===== config.mk =====
export PLATFORM = sky130hd
export DESIGN_NAME = ser_two_ones
export DESIGN_NICKNAME = d
export VERILOG_FILES = /design/src/rtl/ser_pkg.sv /design/src/rtl/ser_shift_lane.sv /design/src/rtl/ser_scan_ctrl.sv /design/src/rtl/ser_two_ones.sv
export SDC_FILE = /design/constraint.sdc
export NUM_CORES = 1
export LEC_CHECK = 0
export BUFFER_PORTS_ARGS = -buffer_cell sky130_fd_sc_hd__clkbuf_2
export CAP_MARGIN = 20
export CORE_MARGIN = 5
export CORE_UTILIZATION = 53
export CTS_CLUSTER_SIZE = 28
export DETAILED_ROUTE_END_ITERATION = 10
export GPL_TIMING_DRIVEN = 0
export PLACE_DENSITY_LB_ADDON = 0.1
export SYNTH_ARGS = -nofsm -noshare
export SYNTH_HDL_FRONTEND = slang
export SYNTH_SLANG_ARGS = --single-unit

===== constraint.sdc =====
create_clock -name clk_i -period 1.35 [get_ports clk_i]
set_clock_uncertainty 0.05 [all_clocks]
set_input_delay 0.135 -clock clk_i [delete_from_list [all_inputs] [get_ports clk_i]]
set_output_delay 0.135 -clock clk_i [all_outputs]
set_load 0.02 [all_outputs]

===== src/rtl/ser_pkg.sv =====
package ser_pkg;
  typedef enum logic {
    ST_IDLE = 1'b0,
    ST_SCAN = 1'b1
  } scan_state_e;

  localparam int unsigned PAD_BITS = 2;
endpackage


===== src/rtl/ser_shift_lane.sv =====
module ser_shift_lane #(
  parameter int unsigned WIDTH = 514
) (
  input  logic             clk_i,
  input  logic             rst_ni,
  input  logic             load_i,
  input  logic [WIDTH-1:0] load_val_i,
  input  logic             shift_i,
  output logic             lsb_o
);
  logic [WIDTH-1:0] sr_q;

  always_ff @(posedge clk_i or negedge rst_ni) begin
    if (!rst_ni)      sr_q <= '0;
    else if (load_i)  sr_q <= load_val_i;
    else if (shift_i) sr_q <= {1'b0, sr_q[WIDTH-1:1]};
  end

  assign lsb_o = sr_q[0];
endmodule


===== src/rtl/ser_scan_ctrl.sv =====
module ser_scan_ctrl
  import ser_pkg::*;
(
  input  logic clk_i,
  input  logic rst_ni,
  input  logic start_i,
  input  logic bit_i,
  input  logic pad_i,
  output logic load_o,
  output logic shift_o,
  output logic busy_o,
  output logic done_o,
  output logic multi_o
);
  scan_state_e state_q;
  logic        seen_q;
  logic        done_q;
  logic        multi_q;

  assign load_o  = start_i && (state_q == ST_IDLE);
  assign shift_o = (state_q == ST_SCAN);
  assign busy_o  = (state_q == ST_SCAN);
  assign done_o  = done_q;
  assign multi_o = multi_q;

  always_ff @(posedge clk_i or negedge rst_ni) begin
    if (!rst_ni) begin
      state_q <= ST_IDLE;
      seen_q  <= 1'b0;
      done_q  <= 1'b0;
      multi_q <= 1'b0;
    end else begin
      done_q <= 1'b0;
      unique case (state_q)
        ST_IDLE: begin
          if (start_i) begin
            state_q <= ST_SCAN;
            seen_q  <= 1'b0;
            multi_q <= 1'b0;
          end
        end
        ST_SCAN: begin
          if (bit_i) begin
            if (seen_q) begin
              // second one ends the scan; padding ones never count
              done_q  <= 1'b1;
              multi_q <= ~pad_i;
              state_q <= ST_IDLE;
            end else begin
              seen_q <= 1'b1;
            end
          end
        end
        default: state_q <= ST_IDLE;
      endcase
    end
  end

  p_done_pulse_r6: assert property (@(posedge clk_i) disable iff (!rst_ni)
    done_o |=> !done_o);

  p_hold_idle_r7: assert property (@(posedge clk_i) disable iff (!rst_ni)
    (!busy_o && !start_i) |=> $stable(multi_o));

  p_pad_hit_r4: assert property (@(posedge clk_i) disable iff (!rst_ni)
    (busy_o && seen_q && bit_i && pad_i) |=> (done_o && !multi_o));

  p_busy_start_r8: assert property (@(posedge clk_i) disable iff (!rst_ni)
    (busy_o && start_i && !(bit_i && seen_q)) |=> busy_o);
endmodule


===== src/rtl/ser_two_ones.sv =====
module ser_two_ones
  import ser_pkg::*;
#(
  parameter int unsigned DATA_W = 512
) (
  input  logic              clk_i,
  input  logic              rst_ni,
  input  logic              start_i,
  input  logic [DATA_W-1:0] data_i,
  output logic              done_o,
  output logic              multi_o
);
  localparam int unsigned SR_W  = DATA_W + PAD_BITS;
  localparam int unsigned CNT_W = $clog2(SR_W + 2);

  logic            load;
  logic            shift;
  logic            busy;
  logic [SR_W-1:0] lane_val [2];
  logic            lane_lsb [2];

  // lane 0: data with padding ones on top; lane 1: tag marking the padding
  assign lane_val[0] = {{PAD_BITS{1'b1}}, data_i};
  assign lane_val[1] = {{PAD_BITS{1'b1}}, {DATA_W{1'b0}}};

  for (genvar g = 0; g < 2; g++) begin : g_lane
    ser_shift_lane #(.WIDTH(SR_W)) lane_i (
      .clk_i      (clk_i),
      .rst_ni     (rst_ni),
      .load_i     (load),
      .load_val_i (lane_val[g]),
      .shift_i    (shift),
      .lsb_o      (lane_lsb[g])
    );
  end

  ser_scan_ctrl ctrl_i (
    .clk_i   (clk_i),
    .rst_ni  (rst_ni),
    .start_i (start_i),
    .bit_i   (lane_lsb[0]),
    .pad_i   (lane_lsb[1]),
    .load_o  (load),
    .shift_o (shift),
    .busy_o  (busy),
    .done_o  (done_o),
    .multi_o (multi_o)
  );

  // scan length monitor, used only by the assertion below
  logic [CNT_W-1:0] scan_cnt_q;
  always_ff @(posedge clk_i or negedge rst_ni) begin
    if (!rst_ni)   scan_cnt_q <= '0;
    else if (load) scan_cnt_q <= '0;
    else if (busy) scan_cnt_q <= scan_cnt_q + 1'b1;
  end

  p_scan_bound_r9: assert property (@(posedge clk_i) disable iff (!rst_ni)
    busy |-> (scan_cnt_q < CNT_W'(SR_W)));

  p_reset_quiet_r1: assert property (@(posedge clk_i) disable iff (!rst_ni)
    $rose(busy) |-> (!done_o && !multi_o));
endmodule


# Word-level counts from Yosys, hierarchy flattened

Cells that the tools add are included.

Flip-flop bits (word level): 1032
Bits in latches: 0
Memory bits (writable): 0
ROM bits: 0
Input port bits: 515
Output and inout port bits: 2
Logic and storage cells: 32
Memories kept: 0

Add/subtract/negate cells: 0
Multiply operators: 0
Divide/modulo/power cells: 0
Magnitude comparators: 0
Eq/ne operators: 3
Shift-type cells: 0
Multiplexer cells: 17
Bitwise logic cells: 2
Reductions and logical operators: 4

Operators with widths:

| kind                                         | count |
|---|---|
| 514-bit 2-to-1 mux                           | 4 |
| 1-bit 2-to-1 mux                             | 10 |
| 2-bit inequality test, second input constant | 3 |
| 1-bit one-hot mux with 2 select lines        | 3 |
| 3-bit AND reduction                          | 1 |
| 1-bit inverter                               | 2 |
| 2-bit AND reduction                          | 1 |
| 2-bit nonzero test                           | 1 |
| 1-bit logical AND                            | 1 |

# Longest topological paths before layout

Gate-level depths: netlist (run 1).

Word-level depth: 4
Depth in mapped cells: 7
Gate-level depth less buffers: 3

# Modules after synthesis

From an unflattened synthesis (run 1), not the netlist that was laid out.

Cell total of the unflattened synthesis: 4473
Area, all modules: 47360.4 um^2

Modules (own cells, without submodules):

| module         | instances | cells an instance | area each (um^2) | sequential area each (um^2) |
|---|---|---|---|---|
| ser_shift_lane | 2         | 2227              | 23588.9          | 12862.3 |
| ser_scan_ctrl  | 1         | 17                | 175.2            | 100.1 |
| ser_two_ones   | 1         | 2                 | 7.5              | 0.0 |

# Worst setup path before layout (run 1)

No wires, ideal clock.

Kind: register -> register
Start point: register ctrl_i.state_q, in the netlist ctrl_i.busy_o
End point: register g_lane[1].lane_i.sr_q[445]
Arrival time: 1166 ps
Data required time: 1164 ps
Setup slack: -3 ps
Cell stages (with the launch flop): 8
Buffers on the path: 5
Path through: dfrtp_1 buf_4 buf_6 buf_6 buf_4 buf_2 nand2_1 o21ai_0

Word-level cells in the longest chain between the ends: 3
Elaborated cells between the ends (all ways): 4

Ends and longest elaborated chain:

| element                                                  | RTL line             | text |
|---|---|---|
| from (decl)                                              | ser_scan_ctrl.sv:15  | `scan_state_e state_q;` |
| from (signal assigned)                                   | ser_scan_ctrl.sv:28  | `state_q <= ST_IDLE;` |
| from (signal assigned)                                   | ser_scan_ctrl.sv:37  | `state_q <= ST_SCAN;` |
| from (signal assigned)                                   | ser_scan_ctrl.sv:48  | `state_q <= ST_IDLE;` |
| 1-bit inverter                                           | --                   |  |
| 1-bit logical AND                                        | ser_scan_ctrl.sv:20  | `assign load_o = start_i && (state_q == ST_IDLE);` |
| 514-bit 2-to-1 mux or 2-bit nonzero test (tied branches) | --                   |  |
| to (signal assigned)                                     | ser_shift_lane.sv:15 | `else if (load_i) sr_q <= load_val_i;` |
| to (signal assigned)                                     | ser_shift_lane.sv:16 | `else if (shift_i) sr_q <= {1'b0, sr_q[WIDTH-1:1]};` |
| to (decl)                                                | ser_shift_lane.sv:11 | `logic [WIDTH-1:0] sr_q;` |

Several ways; a longest one is shown, not always the timed one.
A chain may end at the register's enable or synchronous reset.

# Final worst setup path (run 1)

Start point: register ctrl_i.state_q, in the netlist ctrl_i.busy_o
End point: register g_lane[0].lane_i.sr_q[411]

Word-level cells in the longest chain between the ends: 3
Elaborated cells between the ends (all ways): 4

Ends and longest elaborated chain:

| element                                                  | RTL line |
|---|---|
| 1-bit inverter                                           | -- |
| 1-bit logical AND                                        | ser_scan_ctrl.sv:20 |
| 514-bit 2-to-1 mux or 2-bit nonzero test (tied branches) | -- |
| to (signal assigned)                                     | ser_shift_lane.sv:15 |
| to (signal assigned)                                     | ser_shift_lane.sv:16 |
| to (decl)                                                | ser_shift_lane.sv:11 |

Several ways; a longest one is shown, not always the timed one.

==> run metrics, run 1 <==
row count 107; worst path cell trace buf_12 -> buf_12 -> clkbuf_16 -> clkbuf_16 -> clkbuf_16 -> nand2_1 -> o21ai_1; CP Max Fanout 8; Final period util 116%; syn_area_per_cell 10.2 sq um; hold crit path type in -> async; CORE AREA 84700 sq um; Die Footprint 91000 sq um; Initial DRT Pass Iterations 8; Max Cap Viol 0; hold_ws -0.648 ns; htree depth 3; IO Pins 517; placed inst area 49400 sq um; syn nets 4947; worst skew pair latency 0.66 ns; via count 36800; Util after Layout 70.7%; gpl congestion 0.872; Multi-input gate area 17500 sq um; CTS buffer count 110; maximum vdd drop 1.30 mV; fill count 6065; area grow syn2layout 32.9%; cell area after synthesis 45100 sq um; worst slew pin tran 0.690 ns; WL per Instance 18.4 um; Finished Cell Area 59900 sq um; max incr delay on CP 0.40 ns; Seq/Total Area, Yosys 57.2%; Final Max Tran Viols 0; number of global-route vias before repair 37200; PortBufs 515; RSZ-0062 raised after global routing true; first-pass GRT wire length 199000 um; HPWL after DPL 78500 um; clock buffer depth 3; PnR worst setup slack -0.220 ns; CP endpoint kind flop; Synth Warn # 0; register area 25800 sq um; Most Frequent Cell on Critical Path clkbuf_16; CTS Hold Buffers Added 512; FF-to-FF End g_lane[0].lane_i.sr_q[411]; Global Route Usage Sum 26.7%; Initial Utilization 53.2%; Syn Inst Count 4432; GRT Residual Overflow 0; Netlist cell types 18; Reg2Reg Depth 7; critical path class reg -> reg; Root Buffer clkbuf_16; CP Launch Type flop; layout cells sized above 1 18.4%; Nets 6114; final setup vio count 1031; Residual DRC 0; chip width 302 um; FMAX 0.637 GHz; Rel. slew slack 54.0%; Fin. Hold Viols 325; CTS tree done; pwr dens 1750 nW/um^2; P_leak 28.1 nW; CTS Sinks 1030; crit path time final 1.57 ns; FF+latch count, synth 1030; vias per cell 5.33; pin count of the biggest net entering global routing 111; CP Data Required Time 1.82 ns; Reg clk slew, reported paths 0.06 ns; arrival time worst endpoint 2.04 ns; failing checks negative hold slack, negative setup slack; Detail Route Antenna Nets 0; pre-CTS setup slack -0.808 ns; initial antenna violation count 69; post-route setup TNS -137.03 ns; die height 302 um; r2r setup slk -0.22 ns; reg-to-reg startpoint ctrl_i.busy_o; Worst path slowest cell dfrtp_1; DRT Wirelength 127000 um; outcome finished, violations left; number of DRC markers in iteration 0 2951
[sequential cells by signal, summed over array words and instances (netlist names)]
signal	flops
ctrl_i.seen_q	1
ctrl_i.multi_o	1
ctrl_i.done_o	1
ctrl_i.busy_o	1
g_lane.lane_i.sr_q	1026
[cell usage after synthesis]
cell / number / area (sq um)
a22o_1: 13 / 114
buf_4: 12 / 90.1
buf_6: 40 / 450
nor2_2: 1 / 6.26
inv_1: 1 / 3.75
nand3_1: 2 / 10.0
dfrtp_1: 1030 / 25800
nand2b_1: 498 / 3120
and3_1: 1 / 6.26
o21ai_0: 386 / 1930
nand2_1: 1015 / 3810
clkbuf_1: 157 / 589
nor2_1: 4 / 15.0
mux2i_1: 512 / 5120
buf_2: 110 / 551
buf_8: 22 / 330
o21ai_1: 627 / 3140
nand4b_1: 1 / 8.76
[repair_timing]
action                                   CTS  global route
setup buffers                              3             3
gates cloned                               0            12
pin swaps                                  1             4
resized for setup                        348           255
endpoints found under the setup margin  1095          1263
endpoints found under the hold margin    837           325
[where the power goes]
group	internal, W	total (W)	switching, W
Combinational	0.0148	0.0322	0.0174
Sequential	0.0385	0.0428	0.00433
Clock	0.0174	0.0299	0.0125
[final cells by class]
cell class                 count  share of cell area (%)
antenna                       75                   0.313
buffer                       340                    5.17
clock buffer                 167                    5.52
clock inverter                33                   0.453
inverter                       1                 0.00627
multi-input combinational   3060                    29.2
sequential                  1030                    43.0
tap                         1144                    2.39
timing repair buffer        1056                    14.0
[cell usage in the layout, fill, tap and decap left out, types with 18 or more instances in the layout]
master | synthesis | routed
dfrtp_1 | 1030 | 1030
nand2_1 | 1015 | 993
o21ai_1 | 627 | 718
clkbuf_2 | 0 | 564
mux2i_1 | 512 | 512
dlygate4sd3_1 | 0 | 512
nand2b_1 | 498 | 497
o21ai_0 | 386 | 268
buf_6 | 40 | 129
clkbuf_16 | 0 | 124
clkbuf_1 | 157 | 89
diode_2 | 0 | 75
buf_8 | 22 | 33
clkbuf_8 | 0 | 33
o21ai_2 | 0 | 27
buf_4 | 12 | 23
clkinv_2 | 0 | 23
clkbuf_4 | 0 | 20
nand2_2 | 0 | 18
[layer usage]
metal / wire (um) / vias to the layer above / global-route usage (%)
li1: - / 17200 / -
met1: 53400 / 17900 / 35.4
met2: 59800 / 1191 / 42.3
met3: 7490 / 472 / 5.50
met4: 6620 / 12 / 13.3
met5: 79 / - / 0
[kinds of logic (layout without fill, tap and decap cells)]
family                 count (synthesis)  after routing  synth area share (%)
other                                  0             75                     0
muxes                                512            512                  11.4
buffers and inverters                342           1597                  4.47
and+or+nand+nor                     1522           1522                  15.5
DFF                                 1030           1030                  57.2
AOI/OAI and AO/OA                   1026           1026                  11.5
[worst max-delay path, delay by kind of cell, from the launching register on]
family,cells,cell delay (ns)
simple gates,1,0.07
compound gates,1,0.09
flops,1,0.40
buf+inv,5,0.81
[per-stage QoR]
| stage | total power, W | hold slack (ns) | cells |
|---|---|---|---|
| floorplan | 0.0603 | -0.211 | 4432 |
| global placement | 0.0674 | 0.361 | 6091 |
| detailed placement | 0.0681 | 0.0399 | 6102 |
| CTS | 0.102 | -0.677 | 6817 |
| global route | 0.111 | -0.635 | 6884 |
| finish | 0.105 | -0.648 | 6906 |
[worst max-delay path by stage]
stage | cells after the start | slack (ns) | startpoint | end
2_1_floorplan | 7 | -0.003 | ctrl_i.busy_o | g_lane[1].lane_i.sr_q[445]
3_3_place_gp | 1 | -25.40 | rst_ni | g_lane[1].lane_i.sr_q[109]
3_5_place_dp | 5 | -0.81 | rst_ni | g_lane[0].lane_i.sr_q[39]
4_1_cts | 7 | -0.18 | ctrl_i.busy_o | g_lane[0].lane_i.sr_q[195]
5_1_grt | 5 | -0.26 | ctrl_i.busy_o | g_lane[0].lane_i.sr_q[443]
6_report | 7 | -0.22 | ctrl_i.busy_o | g_lane[0].lane_i.sr_q[411]
No activity file was read; power rests on OpenSTA's default activity.
==> run 2, diff against run 1 <==
--- a/config.mk
+++ b/config.mk
@@ -15,4 +15,5 @@
 export PLACE_DENSITY_LB_ADDON = 0.1
 export SYNTH_ARGS = -nofsm -noshare
 export SYNTH_HDL_FRONTEND = slang
+export SYNTH_HIERARCHICAL = 1
 export SYNTH_SLANG_ARGS = --single-unit
==> run metrics, run 2 <==
vias per cell 5.24 (was 5.33); Rel. slew slack 58.4% (was 54.0%); CP endpoint kind flop (unchanged); outcome finished, violations left (unchanged); CP Launch Type flop (unchanged); ys async rst share 100% (unchanged); CORE AREA 88500 sq um (was 84700 sq um); pwr dens 2170 nW/um^2 (was 1750 nW/um^2); CTS tree done (unchanged); die height 309 um (was 302 um); CP Data Required Time 1.81 ns (was 1.82 ns); initial antenna violation count 48 (was 69); pin count of the biggest net entering global routing 115 (was 111); pre-CTS setup slack -1.23 ns (was -0.808 ns); number of synthesized flops with an enable pin 0 (unchanged); arrival time worst endpoint 2.43 ns (was 2.04 ns); chip width 309 um (was 302 um); CTS Hold Buffers Added 513 (was 512); Final Max Tran Viols 0 (unchanged); Largest register FFs 1028 (was 1026); first-pass GRT wire length 213000 um (was 199000 um); Netlist cell types 18 (unchanged); DRT Wirelength 136000 um (was 127000 um); CTS buffer count 109 (was 110); WL per Instance 18.3 um (was 18.4 um); Detail Route Antenna Nets 0 (unchanged); gpl congestion 0.881 (was 0.872); FMAX 0.508 GHz (was 0.637 GHz); Global Route Usage Sum 27.5% (was 26.7%); P_leak 32.5 nW (was 28.1 nW); Die Footprint 95400 sq um (was 91000 sq um); number of DRC markers in iteration 0 3290 (was 2951); Max Cap Viol 0 (unchanged); top-count cell post-synth dfrtp_1 (unchanged); worst slew pin tran 0.624 ns (was 0.690 ns); r2r setup slk -0.62 ns (was -0.22 ns); cell area after synthesis 47400 sq um (was 45100 sq um); GRT Residual Overflow 0 (unchanged); Syn Inst Count 4473 (was 4432); Synth Warn # 6 (was 0); hold crit path type in -> async (unchanged); CP Max Fanout 10 (was 8); Initial DRT Pass Iterations 6 (was 8); layout cells sized above 1 16.4% (was 18.4%); crit path time final 1.97 ns (was 1.57 ns); clock buffer depth 3 (unchanged); failing checks negative hold slack, negative setup slack (unchanged); most flop-heavy register g_lane.lane_i/sr_q (was g_lane.lane_i.sr_q); worst skew pair latency 0.65 ns (was 0.66 ns); Final period util 146% (was 116%); Yosys top cell by area dfrtp_1 (unchanged); ranking of synthesized cells by area dfrtp_1 55%, mux2i_1 22%, o21ai_1 9.7% (was dfrtp_1 57%, mux2i_1 11%, nand2_1 8.5%); CTS Sinks 1032 (was 1030); number of global-route vias before repair 40200 (was 37200); via count 39000 (was 36800); PortBufs 516 (was 515); FF+latch count, synth 1032 (was 1030); area grow syn2layout 34.6% (was 32.9%); HPWL after DPL 84500 um (was 78500 um); most frequent cells in the layout 1031 x dfrtp_1, 1026 x nand2_1, 1016 x mux2i_1, 913 x o21ai_1, 526 x clkbuf_2 (was 1030 x dfrtp_1, 993 x nand2_1, 718 x o21ai_1, 564 x clkbuf_2); RSZ-0062 raised after global routing true (unchanged); Synth top area share 54.5% (was 57.2%); Nets 6658 (was 6114); row count 109 (was 107); Initial Utilization 53.5% (was 53.2%); Synth Flop Type dfrtp_1 (unchanged); PnR worst setup slack -0.620 ns (was -0.220 ns); Root Buffer clkbuf_16 (unchanged); Post-synth top cells 1032 x dfrtp_1, 1030 x nand2_1, 1026 x mux2i_1, 918 x o21ai_1, 196 x clkbuf_1 (was 1030 x dfrtp_1, 1015 x nand2_1, 627 x o21ai_1, 512 x mux2i_1, 498 x nand2b_1); htree depth 3 (unchanged); IO Pins 517 (unchanged); Fin. Hold Viols 410 (was 325); most common cell after layout, fill and taps aside dfrtp_1 (unchanged); hold_ws -0.707 ns (was -0.648 ns); Residual DRC 0 (unchanged); maximum vdd drop 1.33 mV (was 1.30 mV); Seq/Total Area, Yosys 54.5% (was 57.2%); final setup vio count 1030 (was 1031); syn_area_per_cell 10.6 sq um (was 10.2 sq um); critical path class reg -> reg (unchanged); Total Power 0.138 W (was 0.105 W); Reg clk slew, reported paths 0.06 ns (about the same)
## run 2: final timing paths
| check | startpoint | end | depth (start not counted) |
|---|---|---|---|
| worst max-delay path | ctrl_i/busy_o | g_lane[0].lane_i/sr_q[284] | 6 |
| worst min-delay path | rst_ni | g_lane[0].lane_i/sr_q[334] | 1 |
| worst max register to register | ctrl_i/busy_o | g_lane[0].lane_i/sr_q[284] | 6 |
| worst min register to register | g_lane[1].lane_i/sr_q[194] | g_lane[1].lane_i/sr_q[193] | 2 |
| max in group asynchronous | rst_ni | g_lane[0].lane_i/sr_q[58] | 5 |
| min in group clk_i | data_i[110] | g_lane[0].lane_i/sr_q[110] | 4 |
## run 2: timing repair
item | in CTS | in global routing
cloned | 1 | 4
buffers inserted | 0 | 1
endpoints found under the setup margin | 1347 | 1339
gates resized for setup | 98 | 217
hold endpoints to repair | 891 | 376
## run 2: kinds of logic after synthesis
group / after synthesis / share of synthesized area (%)
AOI/OAI and AO/OA: 1030 / 10.9
buffers and inverters: 344 / 4.60
DFF: 1032 / 54.5
muxes: 1026 / 21.7
other: 2 / 0.0159
and+or+nand+nor: 1039 / 8.29
## run 2: area by class of cell
class,count,area (sq um)
Timing Repair Buffer,1045,8150
Clock buffer,162,3240
Inverter,1,3.75
Antenna cell,45,113
Clock inverter,33,343
Buffer,343,3240
Fill cell,6098,24800
Sequential cell,1032,25800
Multi-Input combinational cell,3611,21400
Tap cell,1165,1460
## run 2: power breakdown
| group | leakage (nW) | switching, W | internal, W |
|---|---|---|---|
| clock network | 1.78 | 0.0123 | 0.0177 |
| registers | 12.7 | 0.00855 | 0.0465 |
| logic | 18.1 | 0.0277 | 0.0258 |
| total | 32.5 | 0.0485 | 0.0900 |
## run 2: through the flow
stage               hold slack, ns  instances  utilization (%)  instance area (sq um)  TNS [ns]
floorplan                   -0.211       4987                -                  49700    -45.69
global placement             0.298       6668             60.7                  53700         -
detailed placement          0.0793       6678             61.0                  54000   -962.80
CTS                         -0.623       7387             71.2                  63100   -372.46
global route                -0.704       7422             72.0                  63700   -340.87
finish                      -0.707       7437             72.0                  63700   -285.27
## run 2: critical path, stage by stage, from the launching register on
cell	delay, ns
dfrtp_2	0.37
buf_4	0.14
buf_12	0.17
buf_12	0.19
buf_6	0.20
mux2i_1	0.54
o21ai_1	0.14
## run 2: layer usage
| layer | GRT usage [%] | share of wire (%) |
|---|---|---|
| met1 | 34.9 | 41 |
| met3 | 6.60 | 6.7 |
| met2 | 43.9 | 46 |
| met4 | 15.1 | 6.2 |
| met5 | 0 | 0.090 |
